===== config.mk =====
export PLATFORM = sky130hd
export DESIGN_NAME = peer_bell_regs
export DESIGN_NICKNAME = d
export VERILOG_FILES = /design/src/rtl/peer_bell_pkg.sv /design/src/rtl/pb_decode.sv /design/src/rtl/pb_status.sv /design/src/rtl/pb_bell.sv /design/src/rtl/pb_rdmux.sv /design/src/rtl/peer_bell_regs.sv
export SDC_FILE = /design/constraint.sdc
export NUM_CORES = 1
export LEC_CHECK = 0
export ABC_CLOCK_PERIOD_IN_PS = 4000
export BUFFER_PORTS_ARGS = -buffer_cell sky130_fd_sc_hd__buf_2
export CORE_MARGIN = 2
export CORE_UTILIZATION = 50
export CTS_BUF_LIST = sky130_fd_sc_hd__clkbuf_4 sky130_fd_sc_hd__clkbuf_8
export CTS_CLUSTER_DIAMETER = 150
export CTS_CLUSTER_SIZE = 16
export DETAILED_ROUTE_END_ITERATION = 7
export GPL_TIMING_DRIVEN = 0
export PLACE_DENSITY = 0.77
export SYNTH_ARGS = -nofsm -noshare
export SYNTH_HDL_FRONTEND = slang
export SYNTH_SLANG_ARGS = --single-unit

===== constraint.sdc =====
create_clock -name clk -period 4 [get_ports clk]
set_clock_uncertainty 0.1 [all_clocks]
set_input_delay 0.4 -clock clk [delete_from_list [all_inputs] [get_ports clk]]
set_output_delay 0.4 -clock clk [all_outputs]
set_load 0.03 [all_outputs]

===== src/rtl/peer_bell_pkg.sv =====
package peer_bell_pkg;
  // Register offsets inside the 256-byte window
  localparam int OFF_MASK = 'h00;
  localparam int OFF_STAT = 'h04;
  localparam int OFF_POS  = 'h08;
  localparam int OFF_BELL = 'h0C;

  typedef enum logic [2:0] {
    SEL_NONE,
    SEL_MASK,
    SEL_STAT,
    SEL_POS,
    SEL_BELL
  } reg_sel_e;
endpackage


===== src/rtl/pb_decode.sv =====
module pb_decode
  import peer_bell_pkg::*;
#(
  parameter int ADDR_W = 8
) (
  input  logic [ADDR_W-1:0] addr,
  output reg_sel_e          wr_sel,
  output reg_sel_e          rd_sel
);
  logic [ADDR_W-1:0] waddr;

  // write path drops the byte-lane bits, read path keeps them
  assign waddr = {addr[ADDR_W-1:2], 2'b00};

  always_comb begin
    wr_sel = SEL_NONE;
    if (waddr == ADDR_W'(OFF_MASK))      wr_sel = SEL_MASK;
    else if (waddr == ADDR_W'(OFF_STAT)) wr_sel = SEL_STAT;
    else if (waddr == ADDR_W'(OFF_POS))  wr_sel = SEL_POS;
    else if (waddr == ADDR_W'(OFF_BELL)) wr_sel = SEL_BELL;
  end

  always_comb begin
    rd_sel = SEL_NONE;
    if (addr == ADDR_W'(OFF_MASK))      rd_sel = SEL_MASK;
    else if (addr == ADDR_W'(OFF_STAT)) rd_sel = SEL_STAT;
    else if (addr == ADDR_W'(OFF_POS))  rd_sel = SEL_POS;
  end
endmodule


===== src/rtl/pb_status.sv =====
module pb_status #(
  parameter int DATA_W = 32
) (
  input  logic              clk,
  input  logic              rst,
  input  logic              wr_mask,
  input  logic              wr_stat,
  input  logic              rd_stat,
  input  logic              evt,
  input  logic [DATA_W-1:0] wdata,
  output logic [DATA_W-1:0] mask_q,
  output logic [DATA_W-1:0] stat_q,
  output logic              irq_q
);
  logic [DATA_W-1:0] mask_d;
  logic [DATA_W-1:0] stat_d;

  always_comb begin
    mask_d = mask_q;
    if (wr_mask) mask_d = wdata;
  end

  // later assignments win: event > write > read-clear
  always_comb begin
    stat_d = stat_q;
    if (rd_stat) stat_d = '0;
    if (wr_stat) stat_d = wdata;
    if (evt)     stat_d = DATA_W'(1);
  end

  always_ff @(posedge clk) begin
    if (rst) begin
      mask_q <= '0;
      stat_q <= '0;
      irq_q  <= 1'b0;
    end else begin
      mask_q <= mask_d;
      stat_q <= stat_d;
      irq_q  <= |(stat_d & mask_d);
    end
  end
endmodule


===== src/rtl/pb_bell.sv =====
module pb_bell #(
  parameter int NUM_PEERS = 16,
  parameter int NUM_VECS  = 256,
  parameter int DEST_W    = 16,
  parameter int VEC_W     = 8,
  parameter int PCW       = $clog2(NUM_PEERS + 1),
  parameter int VCW       = $clog2(NUM_VECS + 1)
) (
  input  logic                     clk,
  input  logic                     rst,
  input  logic                     fire,
  input  logic [DEST_W-1:0]        dest,
  input  logic [VEC_W-1:0]         vec,
  input  logic [PCW-1:0]           live_peers,
  input  logic [NUM_PEERS*VCW-1:0] vec_counts,
  output logic                     ring_valid,
  output logic [DEST_W-1:0]        ring_dest,
  output logic [VEC_W-1:0]         ring_vec
);
  logic [NUM_PEERS-1:0] hit;
  logic                 pass;

  // one comparator slice per peer slot
  for (genvar p = 0; p < NUM_PEERS; p++) begin : g_peer
    logic [VCW-1:0] cnt;
    logic           is_dest;
    logic           is_live;
    logic           vec_ok;
    assign cnt     = vec_counts[p*VCW +: VCW];
    assign is_dest = (dest == DEST_W'(p));
    assign is_live = (PCW'(p) < live_peers);
    assign vec_ok  = (int'(vec) < int'(cnt)) && (int'(vec) < NUM_VECS);
    assign hit[p]  = is_dest && is_live && vec_ok;
  end

  assign pass = fire && (|hit);

  always_ff @(posedge clk) begin
    if (rst) begin
      ring_valid <= 1'b0;
      ring_dest  <= '0;
      ring_vec   <= '0;
    end else begin
      ring_valid <= pass;
      if (pass) begin
        ring_dest <= dest;
        ring_vec  <= vec;
      end
    end
  end
endmodule


===== src/rtl/pb_rdmux.sv =====
module pb_rdmux
  import peer_bell_pkg::*;
#(
  parameter int DATA_W = 32,
  parameter int POS_W  = 16
) (
  input  logic              clk,
  input  logic              rst,
  input  logic              rd,
  input  reg_sel_e          rd_sel,
  input  logic [DATA_W-1:0] mask,
  input  logic [DATA_W-1:0] stat,
  input  logic [POS_W-1:0]  own_pos,
  output logic [DATA_W-1:0] rdata_q,
  output logic              rvalid_q
);
  logic [DATA_W-1:0] rd_d;

  always_comb begin
    case (rd_sel)
      SEL_MASK: rd_d = mask;
      SEL_STAT: rd_d = stat;
      SEL_POS:  rd_d = DATA_W'(own_pos);
      default:  rd_d = '0;
    endcase
  end

  always_ff @(posedge clk) begin
    if (rst) begin
      rdata_q  <= '0;
      rvalid_q <= 1'b0;
    end else begin
      rvalid_q <= rd;
      if (rd) rdata_q <= rd_d;
    end
  end
endmodule


===== src/rtl/peer_bell_regs.sv =====
module peer_bell_regs
  import peer_bell_pkg::*;
#(
  parameter int NUM_PEERS = 16,
  parameter int NUM_VECS  = 256,
  parameter int DATA_W    = 32,
  parameter int ADDR_W    = 8,
  parameter int DEST_W    = 16,
  parameter int VEC_W     = 8,
  parameter int POS_W     = 16,
  localparam int PCW      = $clog2(NUM_PEERS + 1),
  localparam int VCW      = $clog2(NUM_VECS + 1)
) (
  input  logic                     clk,
  input  logic                     rst,
  input  logic [ADDR_W-1:0]        bus_addr,
  input  logic                     bus_wr,
  input  logic                     bus_rd,
  input  logic [DATA_W-1:0]        bus_wdata,
  output logic [DATA_W-1:0]        bus_rdata,
  output logic                     bus_rvalid,
  input  logic [POS_W-1:0]         own_pos,
  input  logic [PCW-1:0]           live_peers,
  input  logic [NUM_PEERS*VCW-1:0] peer_vec_counts,
  input  logic                     evt_in,
  output logic                     ring_valid,
  output logic [DEST_W-1:0]        ring_dest,
  output logic [VEC_W-1:0]         ring_vec,
  output logic                     irq
);
  reg_sel_e          wr_sel;
  reg_sel_e          rd_sel;
  logic [DATA_W-1:0] mask_q;
  logic [DATA_W-1:0] stat_q;
  logic              wr_mask;
  logic              wr_stat;
  logic              rd_stat;
  logic              bell_fire;

  pb_decode #(.ADDR_W(ADDR_W)) dec_i (
    .addr  (bus_addr),
    .wr_sel(wr_sel),
    .rd_sel(rd_sel)
  );

  assign wr_mask   = bus_wr && (wr_sel == SEL_MASK);
  assign wr_stat   = bus_wr && (wr_sel == SEL_STAT);
  assign rd_stat   = bus_rd && (rd_sel == SEL_STAT);
  assign bell_fire = bus_wr && (wr_sel == SEL_BELL);

  pb_status #(.DATA_W(DATA_W)) stat_i (
    .clk    (clk),
    .rst    (rst),
    .wr_mask(wr_mask),
    .wr_stat(wr_stat),
    .rd_stat(rd_stat),
    .evt    (evt_in),
    .wdata  (bus_wdata),
    .mask_q (mask_q),
    .stat_q (stat_q),
    .irq_q  (irq)
  );

  pb_bell #(
    .NUM_PEERS(NUM_PEERS),
    .NUM_VECS (NUM_VECS),
    .DEST_W   (DEST_W),
    .VEC_W    (VEC_W),
    .PCW      (PCW),
    .VCW      (VCW)
  ) bell_i (
    .clk       (clk),
    .rst       (rst),
    .fire      (bell_fire),
    .dest      (bus_wdata[DATA_W-1 -: DEST_W]),
    .vec       (bus_wdata[VEC_W-1:0]),
    .live_peers(live_peers),
    .vec_counts(peer_vec_counts),
    .ring_valid(ring_valid),
    .ring_dest (ring_dest),
    .ring_vec  (ring_vec)
  );

  pb_rdmux #(.DATA_W(DATA_W), .POS_W(POS_W)) rdm_i (
    .clk     (clk),
    .rst     (rst),
    .rd      (bus_rd),
    .rd_sel  (rd_sel),
    .mask    (mask_q),
    .stat    (stat_q),
    .own_pos (own_pos),
    .rdata_q (bus_rdata),
    .rvalid_q(bus_rvalid)
  );
endmodule


Word-level counts from Yosys, hierarchy flattened
Index checks and enable logic that the tools add are counted.
{"block": "word_totals", "regBits": 123, "latchBits": 0, "ramBits": 0, "romBits": 0, "inputBits": 210, "out_inout_bits": 59, "word_cells": 121, "n_memories": 0}
{"block": "classes", "add_sub_neg": 0, "n_mul": 0, "n_div": 0, "magnitude_cmp": 32, "n_eq_ne": 26, "shifts": 0, "muxes": 12, "n_bitwise": 1, "reduce_logical": 42}
{"cell": "$lt 8x9->1", "n": 16}
{"cell": "$eq 16x4->1 const B", "n": 8}
{"cell": "$mux 32", "n": 4}
{"cell": "$pmux 32 s3", "n": 1}
{"cell": "$eq 16x3->1 const B", "n": 4}
{"cell": "$lt 4x5->1 const A", "n": 8}
{"cell": "$logic_and 1x1->1", "n": 37}
{"cell": "$and 32x32->32", "n": 1}
{"cell": "$eq 16x2->1 const B", "n": 2}
{"cell": "$reduce_or 32->1", "n": 1}
{"cell": "$lt 3x5->1 const A", "n": 4}
{"cell": "$mux 3", "n": 6}
{"cell": "$eq 16x1->1 const B", "n": 1}
{"cell": "$logic_not 16->1", "n": 1}
{"cell": "$logic_not 8->1", "n": 2}
{"cell": "$reduce_or 16->1", "n": 1}
{"cell": "$eq 6x2->1 const B", "n": 2}
{"cell": "$lt 1x5->1 const A", "n": 2}
{"cell": "$lt 2x5->1 const A", "n": 2}
{"cell": "$eq 3x2->1 const B", "n": 3}
{"cell": "$eq 8x3->1 const B", "n": 1}
{"cell": "$eq 8x4->1 const B", "n": 1}
{"cell": "$eq 3x1->1 const B", "n": 2}
{"cell": "$eq 6x1->1 const B", "n": 1}
{"cell": "2 further kinds", "n": 2}

Longest topological paths before layout
Gate-level depths: netlist of run 1.
{"block": "depth", "ltp_word": 11, "mapped_depth": 11, "ltp_nobuf": 10}

Hierarchy
A second synthesis of run 1 with hierarchy kept.
{"block": "hier_totals", "hier_cells": 1133, "area_unflattened_um2": 9472.8}
{"module": "pb_bell", "instances": 1, "cells_per_inst": 582, "area_each_um2": 4418.0, "seq_area_each_um2": 500.5}
{"module": "pb_status", "instances": 1, "cells_per_inst": 351, "area_each_um2": 3153.0, "seq_area_each_um2": 1301.2}
{"module": "pb_rdmux", "instances": 1, "cells_per_inst": 186, "area_each_um2": 1786.7, "seq_area_each_um2": 660.6}
{"module": "pb_decode", "instances": 1, "cells_per_inst": 10, "area_each_um2": 65.1, "seq_area_each_um2": 0.0}
{"module": "peer_bell_regs", "instances": 1, "cells_per_inst": 4, "area_each_um2": 50.0, "seq_area_each_um2": 0.0}

Worst setup path after synthesis of run 1
No wires, ideal clock.
{"block": "synth_timing", "kind": "input to register", "start": "in bus_wr", "end": "reg stat_i.irq_q", "setup_ps": 137, "arrival_time_ps": 2183, "t_required_ps": 3763, "setup_slack_ps": 1580, "stages": 11, "path_buffers": 3, "cell_sequence": "clkbuf_1 nor3b_2 and2_1 buf_2 buf_2 mux2i_1 o22ai_1 nor4_1 nand4_1 a21oi_1 a41oi_1"}
{"block": "synth_between", "elab_chain_len": 5, "elab_cells_between_ends": 7, "cone_classes": "mux: 3; bitwise: 1; reduce/logical: 3"}
{"element": "start: declaration", "line_no": "peer_bell_regs.sv:17", "rtl": "input logic bus_wr,"}
{"element": "$logic_and 1x1->1", "line_no": "peer_bell_regs.sv:47", "rtl": "assign wr_stat = bus_wr && (wr_sel == SEL_STAT);"}
{"element": "$mux 32", "line_no": "pb_status.sv:27", "rtl": "if (wr_stat) stat_d = wdata;"}
{"element": "$mux 32", "line_no": "pb_status.sv:28", "rtl": "if (evt) stat_d = DATA_W'(1);"}
{"element": "$and 32x32->32 *", "line_no": "pb_status.sv:39", "rtl": "irq_q <= |(stat_d & mask_d);"}
{"element": "$reduce_or 32->1 *", "line_no": "pb_status.sv:39"}
{"element": "end signal: assignment", "line_no": "pb_status.sv:39"}
{"element": "end: declaration", "line_no": "pb_status.sv:13", "rtl": "output logic irq_q"}
Mark *: on every way between the ends. The rest lies on a longest branch, timed or not.
A chain may end at the register's enable or synchronous reset.

Final worst setup path of run 1
{"block": "layout_timing", "start": "in bus_rd", "end": "reg stat_i.irq_q"}
{"block": "layout_between", "elab_chain_len": 6}
{"element": "start: declaration", "line_no": "peer_bell_regs.sv:18", "rtl": "input logic bus_rd,"}
{"element": "$logic_and 1x1->1", "line_no": "peer_bell_regs.sv:48", "rtl": "assign rd_stat = bus_rd && (rd_sel == SEL_STAT);"}
{"element": "$mux 32", "line_no": "pb_status.sv:26", "rtl": "if (rd_stat) stat_d = '0;"}
{"element": "$mux 32", "line_no": "pb_status.sv:27"}
{"element": "$mux 32", "line_no": "pb_status.sv:28"}
{"element": "$and 32x32->32", "line_no": "pb_status.sv:39"}
{"element": "$reduce_or 32->1", "line_no": "pb_status.sv:39"}
Every way passes these cells.

==> results.toml, run 1 <==
[sta]
slew_violations = 0
worstMarginPinSlew_ns = 0.9838
rsz0062_at_grt = "no"
min_period_ns = 2.859
setup_viol = 0
fin_crit_sh = 0.7147
hold_viol_final = 0
max_slew_margin = 0.3391
setup_tns_ns = 0
fmax_ghz = 0.3498

[cells_and_area]
nFillCells = 1625
fin_area_um2 = 11230
drive_gt1_frac = 0.2196
final-instance-count-excl-fill = 1729
final_nets = 1809
syn2layout_area_growth_pct = 21.68

[die]
die-height_um = 139.9
core_um2 = 18020
die_w_um = 139.9
dieArea_um2 = 19560
io_pins = 269
start_util = 0.5121
core.rowCount = 49

[grt]
overflow = 0
grt_pass1_vias = 9738
grt_pass1_wl_um = 50150
track_usage = 0.3201
grtUsageMet2 = 0.5232
grt_busiest_layer = "met2"
met3_usage = 0.06435
antenna_found_initial = 2
grt_max_degree = 21
grtUsageMet1 = 0.4186

[clocking]
cts_buffers = 17
cts-root-buf = "clkbuf_8"
clk_latency_ns = 0.46
cts_resized = 0
postCtsHoldBufs = 0
cts.clk_slew.worst_paths_ns = 0.07
cts_tree = "built"
cts_max_path_buffers = 2
cts.sinks = 123
cts_setup_buffers = 0
htree_levels = 4

[synthesis]
yosys.area.top_type = "dfxtp_1"
synth_ff_type = "dfxtp_1"
synth_cell_types = 69
synth.top_cells.by_count = "a21oi_1, dfxtp_1, inv_1"
synthTopCellsByArea = "dfxtp_1, ha_1, a21oi_1"
synth_edf_count = 0
ys_ff_latch = 123
yosysMostFrequentCell = "a21oi_1"
synth_warnings = 0
yosysSeqAreaShare = 0.2668
syn-num-nets = 1527
syn_avg_cell_area_um2 = 7.660
synth_top_area_share = 0.2668
async_flop_share = 0
netlist_area_um2 = 9230
synthCells = 1205

[detailed_routing]
wl_per_cell_um = 18.47
routed_wl_um = 31930
drtIter0Drc = 923
drc = 0
viasPerCell = 5.887
ant_nets = 0
dr.pass1.iters = 7
num_vias = 10179

[pwr]
p_sw_frac = 0.2919
clkPwrFrac = 0.391
internal_power_w = 0.002042
seqPwrFrac = 0.426
p_comb_frac = 0.183
p_sw_w = 0.0008416
p_leak_nw = 5.476
ir_drop_mv = 0.2718
power_density_nw_per_um2 = 256.7

[setup_path]
crit_fanout = 10
critPathArrivalTime_ns = 3.11
ff2ff_setup_slack_ns = 2.06
endpoint_kind = "flop"
cp_top_family = "compound AO/OA/AOI/OAI gates"
r2r-end = "stat_i.irq_q"
crit_path_start_kind = "input pin"
crit_slowest_cell = "a2111oi_0"
cp_cell_sequence = "buf_2 > nor3b_1 > o211ai_2 > and2_1 > clkbuf_1 > a21oi_1 > a2111oi_0 > nor3_1 > and3_1 > a41oi_1"
reg2regPathDepth = 5
required_ns = 4.26
cp.depth = 10
path_buf_inv = 2
criticalPathCategory = "in -> reg"
cpPeakStageDelay_ns = 0.64
r2r_start = "stat_i.stat_q[1]"

[placed_design]
post_dp_cell_area_um2 = 10830
routabilityCongestion = 0.9742
hpwl_um = 24000
io_buffers = 263
dp.cells = 1697

[outcome]
status = "finished, final reports clean"

[worst_hold_path]
worstHoldStart = "bus_wdata[30]"
hold_path_class = "in -> reg"
hold_path_end = "stat_i.mask_q[30]"
worstHoldPathCells = 3

[run]
drv_cap = 0
==> metrics by stage <==
stage | power (W) | hold slack (ns) | worst slack, ns | util
after CTS | 0.002875 | 0.1103 | 1.164 | 0.6228
after detailed placement | 0.001777 | 0.3718 | 0.6824 | 0.6010
after floorplan | 0.001535 | 0.3445 | 1.580 | -
after global routing | 0.003010 | 0.1222 | 1.021 | 0.6231
final | 0.002883 | 0.1267 | 1.141 | 0.6231
after global placement | 0.001761 | 0.3634 | 0.7330 | 0.6010
==> worst register-to-register path: stages, from the launching register on <==
cell	delay [ns]
dfxtp_1	0.41
nand2_1	0.11
a2111oi_0	0.70
nor3_1	0.13
and3_1	0.21
a41oi_1	0.18
==> worst max-delay path by stage <==
stage | from | to | slack [ns]
final | bus_rd | stat_i.irq_q | 1.14
after global routing | bus_wdata[6] | bell_i.ring_dest[6] | 1.02
after CTS | bus_wdata[6] | bell_i.ring_dest[6] | 1.16
after detailed placement | bus_wdata[6] | bell_i.ring_dest[9] | 0.68
after global placement | bus_wdata[6] | bell_i.ring_dest[7] | 0.73
after floorplan | bus_wr | stat_i.irq_q | 1.58
==> cell families after synthesis <==
group           count (synthesis)  share of synthesized area
simple gates                  424                     0.2375
compound gates                329                     0.2333
buf+inv                       191                    0.08242
flops                         123                     0.2668
fa+ha+maj                     112                     0.1518
mux                            26                    0.02820
==> power by group through the flow <==
stage          logic [W]  registers, W  clock network, W
3_3_place_gp    0.000503       0.00126                 0
5_1_grt         0.000592       0.00123           0.00119
3_5_place_dp    0.000519       0.00126                 0
2_1_floorplan   0.000277       0.00126                 0
4_1_cts         0.000521       0.00123           0.00112
6_report        0.000528       0.00123           0.00113
==> placed cells by master, fill, tap and decap left out, types with 4 or more instances in the layout <==
cell type,netlist,final
a22o_1,18,18
buf_1,9,9
o2111ai_1,5,5
o22ai_1,7,7
o221ai_1,5,5
nand4_1,8,8
a22oi_1,33,33
and2_1,4,4
dfxtp_1,123,123
nand4b_1,6,6
mux2i_1,26,26
nor4_1,16,16
a211o_1,5,5
nor3_1,16,16
nand2_1,106,106
inv_1,122,122
ha_1,112,112
nor3b_1,12,12
o211ai_1,17,17
a2111oi_0,5,5
a21o_1,24,24
clkbuf_8,0,20
and4b_1,8,8
a21oi_1,126,126
clkbuf_1,41,41
a211oi_1,4,4
nand2b_1,16,16
nor2_1,116,116
o21ai_0,39,39
nand3_1,31,31
a31oi_1,7,7
buf_2,14,277
nor2b_1,48,48
and3b_1,12,12
o31ai_1,4,4
==> metal layers <==
| metal | vias up | share of wire |
|---|---|---|
| li1 | 4856 | - |
| met1 | 4695 | 0.42 |
| met2 | 538 | 0.46 |
| met3 | 90 | 0.087 |
| met4 | 0 | 0.031 |
| met5 | - | 0 |
==> registers in the layout, indices dropped and copies added (netlist names) <==
name and flops:
bell_i.ring_dest 16, bell_i.ring_valid 1, bell_i.ring_vec 8, rdm_i.rdata_q 32
rdm_i.rvalid_q 1, stat_i.irq_q 1, stat_i.mask_q 32, stat_i.stat_q 32
==> final cells by class <==
class                   count  area (um^2)  share of cell area
multi-input cells         891         6007              0.5349
flip-flops and latches    123         2462              0.2193
repair buffers            263         1316              0.1172
inverters                 122        457.9             0.04078
plain buffers              69        302.8             0.02696
well taps                 229        286.5             0.02551
clock buffers              20        275.3             0.02451
clock inverters            10        117.6             0.01047
diodes                      2        5.005           0.0004456
No activity file was read; power rests on OpenSTA's default activity.
==> run 2: changes to the inputs <==
--- a/config.mk
+++ b/config.mk
@@ -5,16 +5,16 @@
 export SDC_FILE = /design/constraint.sdc
 export NUM_CORES = 1
 export LEC_CHECK = 0
-export ABC_CLOCK_PERIOD_IN_PS = 4000
+export ABC_CLOCK_PERIOD_IN_PS = 2300
 export BUFFER_PORTS_ARGS = -buffer_cell sky130_fd_sc_hd__buf_2
 export CORE_MARGIN = 2
-export CORE_UTILIZATION = 50
+export CORE_UTILIZATION = 49
 export CTS_BUF_LIST = sky130_fd_sc_hd__clkbuf_4 sky130_fd_sc_hd__clkbuf_8
 export CTS_CLUSTER_DIAMETER = 150
 export CTS_CLUSTER_SIZE = 16
 export DETAILED_ROUTE_END_ITERATION = 7
 export GPL_TIMING_DRIVEN = 0
-export PLACE_DENSITY = 0.77
+export PLACE_DENSITY = 0.79
 export SYNTH_ARGS = -nofsm -noshare
 export SYNTH_HDL_FRONTEND = slang
 export SYNTH_SLANG_ARGS = --single-unit
==> constraint.sdc (replaced) <==
create_clock -name clk -period 2.3 [get_ports clk]
set_clock_uncertainty 0.1 [all_clocks]
set_input_delay 0.23 -clock clk [delete_from_list [all_inputs] [get_ports clk]]
set_output_delay 0.23 -clock clk [all_outputs]
set_load 0.03 [all_outputs]
==> run 2 against run 1 <==
Net effect: combinational power up 84%; critical path depth down 1; global-route usage is 0.75 points lower; sequential power grew 74%; cell area grew 4.0%; via count increased by 0.99%; count of clock-buffer cells in the layout up 3; sequential cell count stayed put; die area increased by 2.0%; critical path type unchanged; critical endpoint unchanged.
==> results.toml, run 2 (synthesis gave the netlist of run 1 again) <==
[outcome]
status = "finished, final reports clean"

[cells_and_area]
final_nets = 1831
syn2layout_area_growth_pct = 26.58
final_common_cell = "buf_2"
fin_area_um2 = 11680
mostFrequentLayoutCells = "buf_2, a21oi_1, dfxtp_1"
multi_input_area_um2 = 6160
reg_top3 = "rdm_i.rdata_q: 32 flops, stat_i.mask_q: 32 flops, stat_i.stat_q: 32 flops"
nFillCells = 1613
drive_gt1_frac = 0.2365
register_area_um2 = 2462

[worst_hold_path]
hold_path_class = "in -> reg"

[detailed_routing]
drc = 0
viasPerCell = 5.851
drtIter0Drc = 836
ant_nets = 0
wl_per_cell_um = 18.31
routed_wl_um = 32170
dr.pass1.iters = 5
num_vias = 10280

[sta]
rsz0062_at_grt = "no"
fin_crit_sh = 0.9897
slew_violations = 0
setup_ws_ns = 0.02372
fmax_ghz = 0.4393
worstMarginPinSlew_ns = 0.8081
setup_viol = 0
min_period_ns = 2.276
hold_viol_final = 0
max_slew_margin = 0.4613

[die]
die_w_um = 141.2
dieArea_um2 = 19950
core_um2 = 18580
io_pins = 269
die-height_um = 141.2
start_util = 0.4968
core.rowCount = 50

[pwr]
ir_drop_mv = 0.4611
internal_power_w = 0.003547
p_sw_w = 0.001475
p_comb_frac = 0.193
seqPwrFrac = 0.426
clkPwrFrac = 0.381
p_total_w = 0.005022
power_density_nw_per_um2 = 429.8
p_sw_frac = 0.2937
p_leak_nw = 5.642

[setup_path]
critPathArrivalTime_ns = 2.52
required_ns = 2.54
crit_path_start_kind = "input pin"
endpoint_kind = "flop"
crit_fanout = 10
criticalPathCategory = "in -> reg"

[clocking]
cts.clk_slew.worst_paths_ns = 0.08
cts_max_path_buffers = 2
cts-root-buf = "clkbuf_8"
cts_tree = "built"
clk_latency_ns = 0.45
htree_levels = 4
cts.sinks = 123
cts_buffers = 17

[placed_design]
routabilityCongestion = 0.9438
io_buffers = 263
post_dp_cell_area_um2 = 10840
dp_slack_ns = -0.9194
hpwl_um = 23950

[grt]
antenna_found_initial = 1
overflow = 0
track_usage = 0.3126
grt_pass1_wl_um = 49610
grt_max_degree = 21
grt_pass1_vias = 9670

[run]
drv_cap = 0
run 2: layout make-up:
class	count	share of cell area
Timing Repair Buffer	286	0.1351
Multi-Input combinational cell	891	0.5272
Tap cell	234	0.02506
Buffer	68	0.02902
Clock buffer	23	0.02602
Inverter	122	0.03919
Antenna cell	1	0.0002142
Clock inverter	9	0.007389
Sequential cell	123	0.2108
run 2: worst max-delay path, stage by stage:
cell,delay [ns]
buf_2,0.18
nor3b_1,0.19
o211ai_4,0.28
and2_2,0.37
a21oi_1,0.11
a2111oi_0,0.55
nor3_1,0.16
and3_1,0.22
a41oi_1,0.21
run 2: path summary, 6_finish.rpt:
kind | start | endpoint | slack [ns] | cells past startpoint
worst min register to register | stat_i.mask_q[27] | stat_i.mask_q[27] | 0.38 | 2
worst min-delay path | bus_wdata[7] | stat_i.stat_q[7] | 0.01 | 3
worst max-delay path | bus_rd | stat_i.irq_q | 0.02 | 9
worst max register to register | stat_i.stat_q[1] | stat_i.irq_q | 0.43 | 5
run 2: per-layer routing:
metal	up-vias	global-route usage	routed length [um]
met5	-	0	0
li1	4901	-	-
met2	545	0.5176	14810
met4	0	0.1363	1260
met3	93	0.06556	2771
met1	4741	0.3933	13330
run 2: through the flow:
step                      utilization  hold WS (ns)  setup TNS [ns]  std cells
after floorplan                     -        0.2660               0       1205
after global placement         0.5834        0.3642          -33.30       1702
after detailed placement       0.5834        0.3697          -34.82       1702
after CTS                      0.6189      0.003880               0       1750
after global routing           0.6288      0.009459               0       1757
final                          0.6288       0.01429               0       1757
run 2: power groups by stage:
stage                     Combinational [W]  Clock [W]  Sequential, W
after global routing                0.00108    0.00202        0.00214
final                              0.000971    0.00191        0.00214
after global placement             0.000872          0        0.00219
after floorplan                    0.000481          0        0.00219
after CTS                          0.000941    0.00192        0.00214
after detailed placement           0.000901          0        0.00219
run 2: what timing repair did:
item	in CTS	in global routing
resized for setup	31	34
pin swaps	1	10
hold buffers	17	0
endpoints found under the setup margin	25	38
buffers inserted	0	6
gates cloned	0	0
endpoints found under the hold margin	24	0
==> run 3: changes to the inputs <==
--- a/config.mk
+++ b/config.mk
@@ -8,13 +8,13 @@
 export ABC_CLOCK_PERIOD_IN_PS = 2300
 export BUFFER_PORTS_ARGS = -buffer_cell sky130_fd_sc_hd__buf_2
 export CORE_MARGIN = 2
-export CORE_UTILIZATION = 49
+export CORE_UTILIZATION = 25
 export CTS_BUF_LIST = sky130_fd_sc_hd__clkbuf_4 sky130_fd_sc_hd__clkbuf_8
 export CTS_CLUSTER_DIAMETER = 150
 export CTS_CLUSTER_SIZE = 16
 export DETAILED_ROUTE_END_ITERATION = 7
 export GPL_TIMING_DRIVEN = 0
-export PLACE_DENSITY = 0.79
+export PLACE_DENSITY = 0.46
 export SYNTH_ARGS = -nofsm -noshare
 export SYNTH_HDL_FRONTEND = slang
 export SYNTH_SLANG_ARGS = --single-unit
==> run 3 against run 2 <==
Net effect: count of clock-buffer cells in the layout is 4 lower; global-route usage is 12 points lower; non-clock buffer count is 13 higher; critical path type unchanged; highest routed layer unchanged.
==> results.toml, run 3 (synthesis gave the netlist of run 1 again) <==
[outcome]
status = "finished, final reports clean"

[pwr]
ir_drop_mv = 0.3392
power_density_nw_per_um2 = 423.9
p_total_w = 0.005172
p_leak_nw = 5.731

[setup_path]
crit_path_start_kind = "input pin"
crit_fanout = 10
cp_cell_sequence = "buf_2 > nor4_4 > and2_1 > buf_2 > buf_8 > mux2i_4 > o22ai_1 > nor4_2 > nand4_1 > a21oi_1 > a41oi_1"
endpoint_kind = "flop"
reg2regPathDepth = 6
critPathArrivalTime_ns = 2.47
path_common_cell = "buf_2"
crit_slowest_cell = "nor4_4"
cp_top_family = "simple AND/OR/NAND/NOR gates"
r2r-end = "stat_i.irq_q"
ff2ff_setup_slack_ns = 0.37
r2r_start = "stat_i.stat_q[4]"
required_ns = 2.50
criticalPathCategory = "in -> reg"
path_buf_inv = 3
cpPeakStageDelay_ns = 0.38

[detailed_routing]
dr.pass1.iters = 5
drc = 0
ant_nets = 0
num_vias = 10025
routed_wl_um = 38740
viasPerCell = 5.002
drtIter0Drc = 522
wl_per_cell_um = 19.33

[grt]
grt_pass1_wl_um = 57300
grt_pass1_vias = 9651
antenna_found_initial = 1
overflow = 0
grt_max_degree = 21
track_usage = 0.1959

[sta]
fmax_ghz = 0.4391
max_slew_margin = 0.4540
hold_viol_final = 0
setup_ws_ns = 0.02286
min_period_ns = 2.277
slew_violations = 0
setup_tns_ns = 0
setup_viol = 0
rsz0062_at_grt = "yes"
fin_crit_sh = 0.9901
worstMarginPinSlew_ns = 0.8191

[die]
core_um2 = 36520
core.rowCount = 70
dieArea_um2 = 38470
die-height_um = 196.1
start_util = 0.2527
die_w_um = 196.1
io_pins = 269

[clocking]
cts_max_path_buffers = 2
clk_latency_ns = 0.46
cts.sinks = 123
cts_tree = "built"
htree_levels = 4
cts.clk_slew.worst_paths_ns = 0.08
cts-root-buf = "clkbuf_8"
cts_buffers = 17

[cells_and_area]
final_common_cell = "buf_2"
final_nets = 1844
drive_gt1_frac = 0.2463
reg_top3 = "rdm_i.rdata_q: 32 flops, stat_i.mask_q: 32 flops, stat_i.stat_q: 32 flops"
final_core_util = 0.3341
syn2layout_area_growth_pct = 32.18
mostFrequentLayoutCells = "buf_2, a21oi_1, dfxtp_1"

[worst_hold_path]
hold_path_class = "in -> reg"
hold_path_end = "stat_i.stat_q[1]"
worstHoldStart = "bus_wdata[1]"
worstHoldPathCells = 3

[placed_design]
hpwl_um = 28820
dp_slack_ns = -1.110
io_buffers = 263
routabilityCongestion = 0.8247

[run]
drv_cap = 0
-- run 3: cell types whose count changed in the layout (fill, tap and decap cells not counted), sizes merged --
cell         previous run  this run
clkbuf                 63        61
bufinv                  1         2
dlygate4sd3            17        23
buf                   297       302
clkinvlp                2         3
clkinv                  4         6
-- run 3: worst min-delay path, stage by stage --
cell     delay, ns
buf_6         0.17
nand2_1       0.08
a21oi_1       0.06
-- run 3: how the worst max path moves through the flow --
stage                            to  slack, ns  cells after the start          from
2_1_floorplan          stat_i.irq_q       0.05                     11        bus_wr
3_3_place_gp    bell_i.ring_dest[8]      -1.09                     10  bus_wdata[6]
3_5_place_dp   bell_i.ring_dest[11]      -1.11                     10  bus_wdata[6]
4_1_cts         bell_i.ring_dest[9]      0.004                     11  bus_wdata[2]
5_1_grt                stat_i.irq_q      -0.09                     11   bus_addr[4]
6_report               stat_i.irq_q       0.02                     11   bus_addr[4]
-- run 3: cell type report --
class	instances	area (um^2)
inverter	122	457.9
tap	468	585.6
multi-input combinational	891	6237
clock buffer	19	261.5
sequential	123	2462
antenna	1	2.502
clock inverter	13	141.4
timing repair buffer	299	1708
fill	3924	24320
buffer	68	344.1
-- run 3: timing repair --
item | 4_1_cts | 5_1_grt
cloned | 0 | 1
gates resized for setup | 47 | 41
endpoints found under the hold margin | 34 | 0
pin swaps | 2 | 18
endpoints found under the setup margin | 37 | 38
hold buffers | 23 | 0
setup buffers | 2 | 10
-- run 3: power breakdown --
group	switching (W)	internal [W]
Sequential	0.00000438	0.00213
Clock	0.000993	0.00102
Combinational	0.000587	0.000431
Total	0.00158	0.00359
-- run 3: layer usage --
metal | wire (um) | share of wire | GRT usage | vias up
met2 | 18650 | 0.48 | 0.3398 | 319
met1 | 17560 | 0.45 | 0.2551 | 4748
met4 | 561 | 0.014 | 0.04012 | 0
met5 | 0 | 0 | 0 | -
met3 | 1973 | 0.051 | 0.03335 | 36
li1 | - | - | - | 4922
-- run 3: metrics by stage --
stage | cells | cell area (um^2) | hold slack [ns]
after floorplan | 1205 | 9230 | 0.2660
after global routing | 2004 | 12200 | 0.007133
after CTS | 1992 | 11960 | 0.006239
after detailed placement | 1936 | 11130 | 0.3686
final | 2004 | 12200 | 0.02564
after global placement | 1936 | 11130 | 0.3613
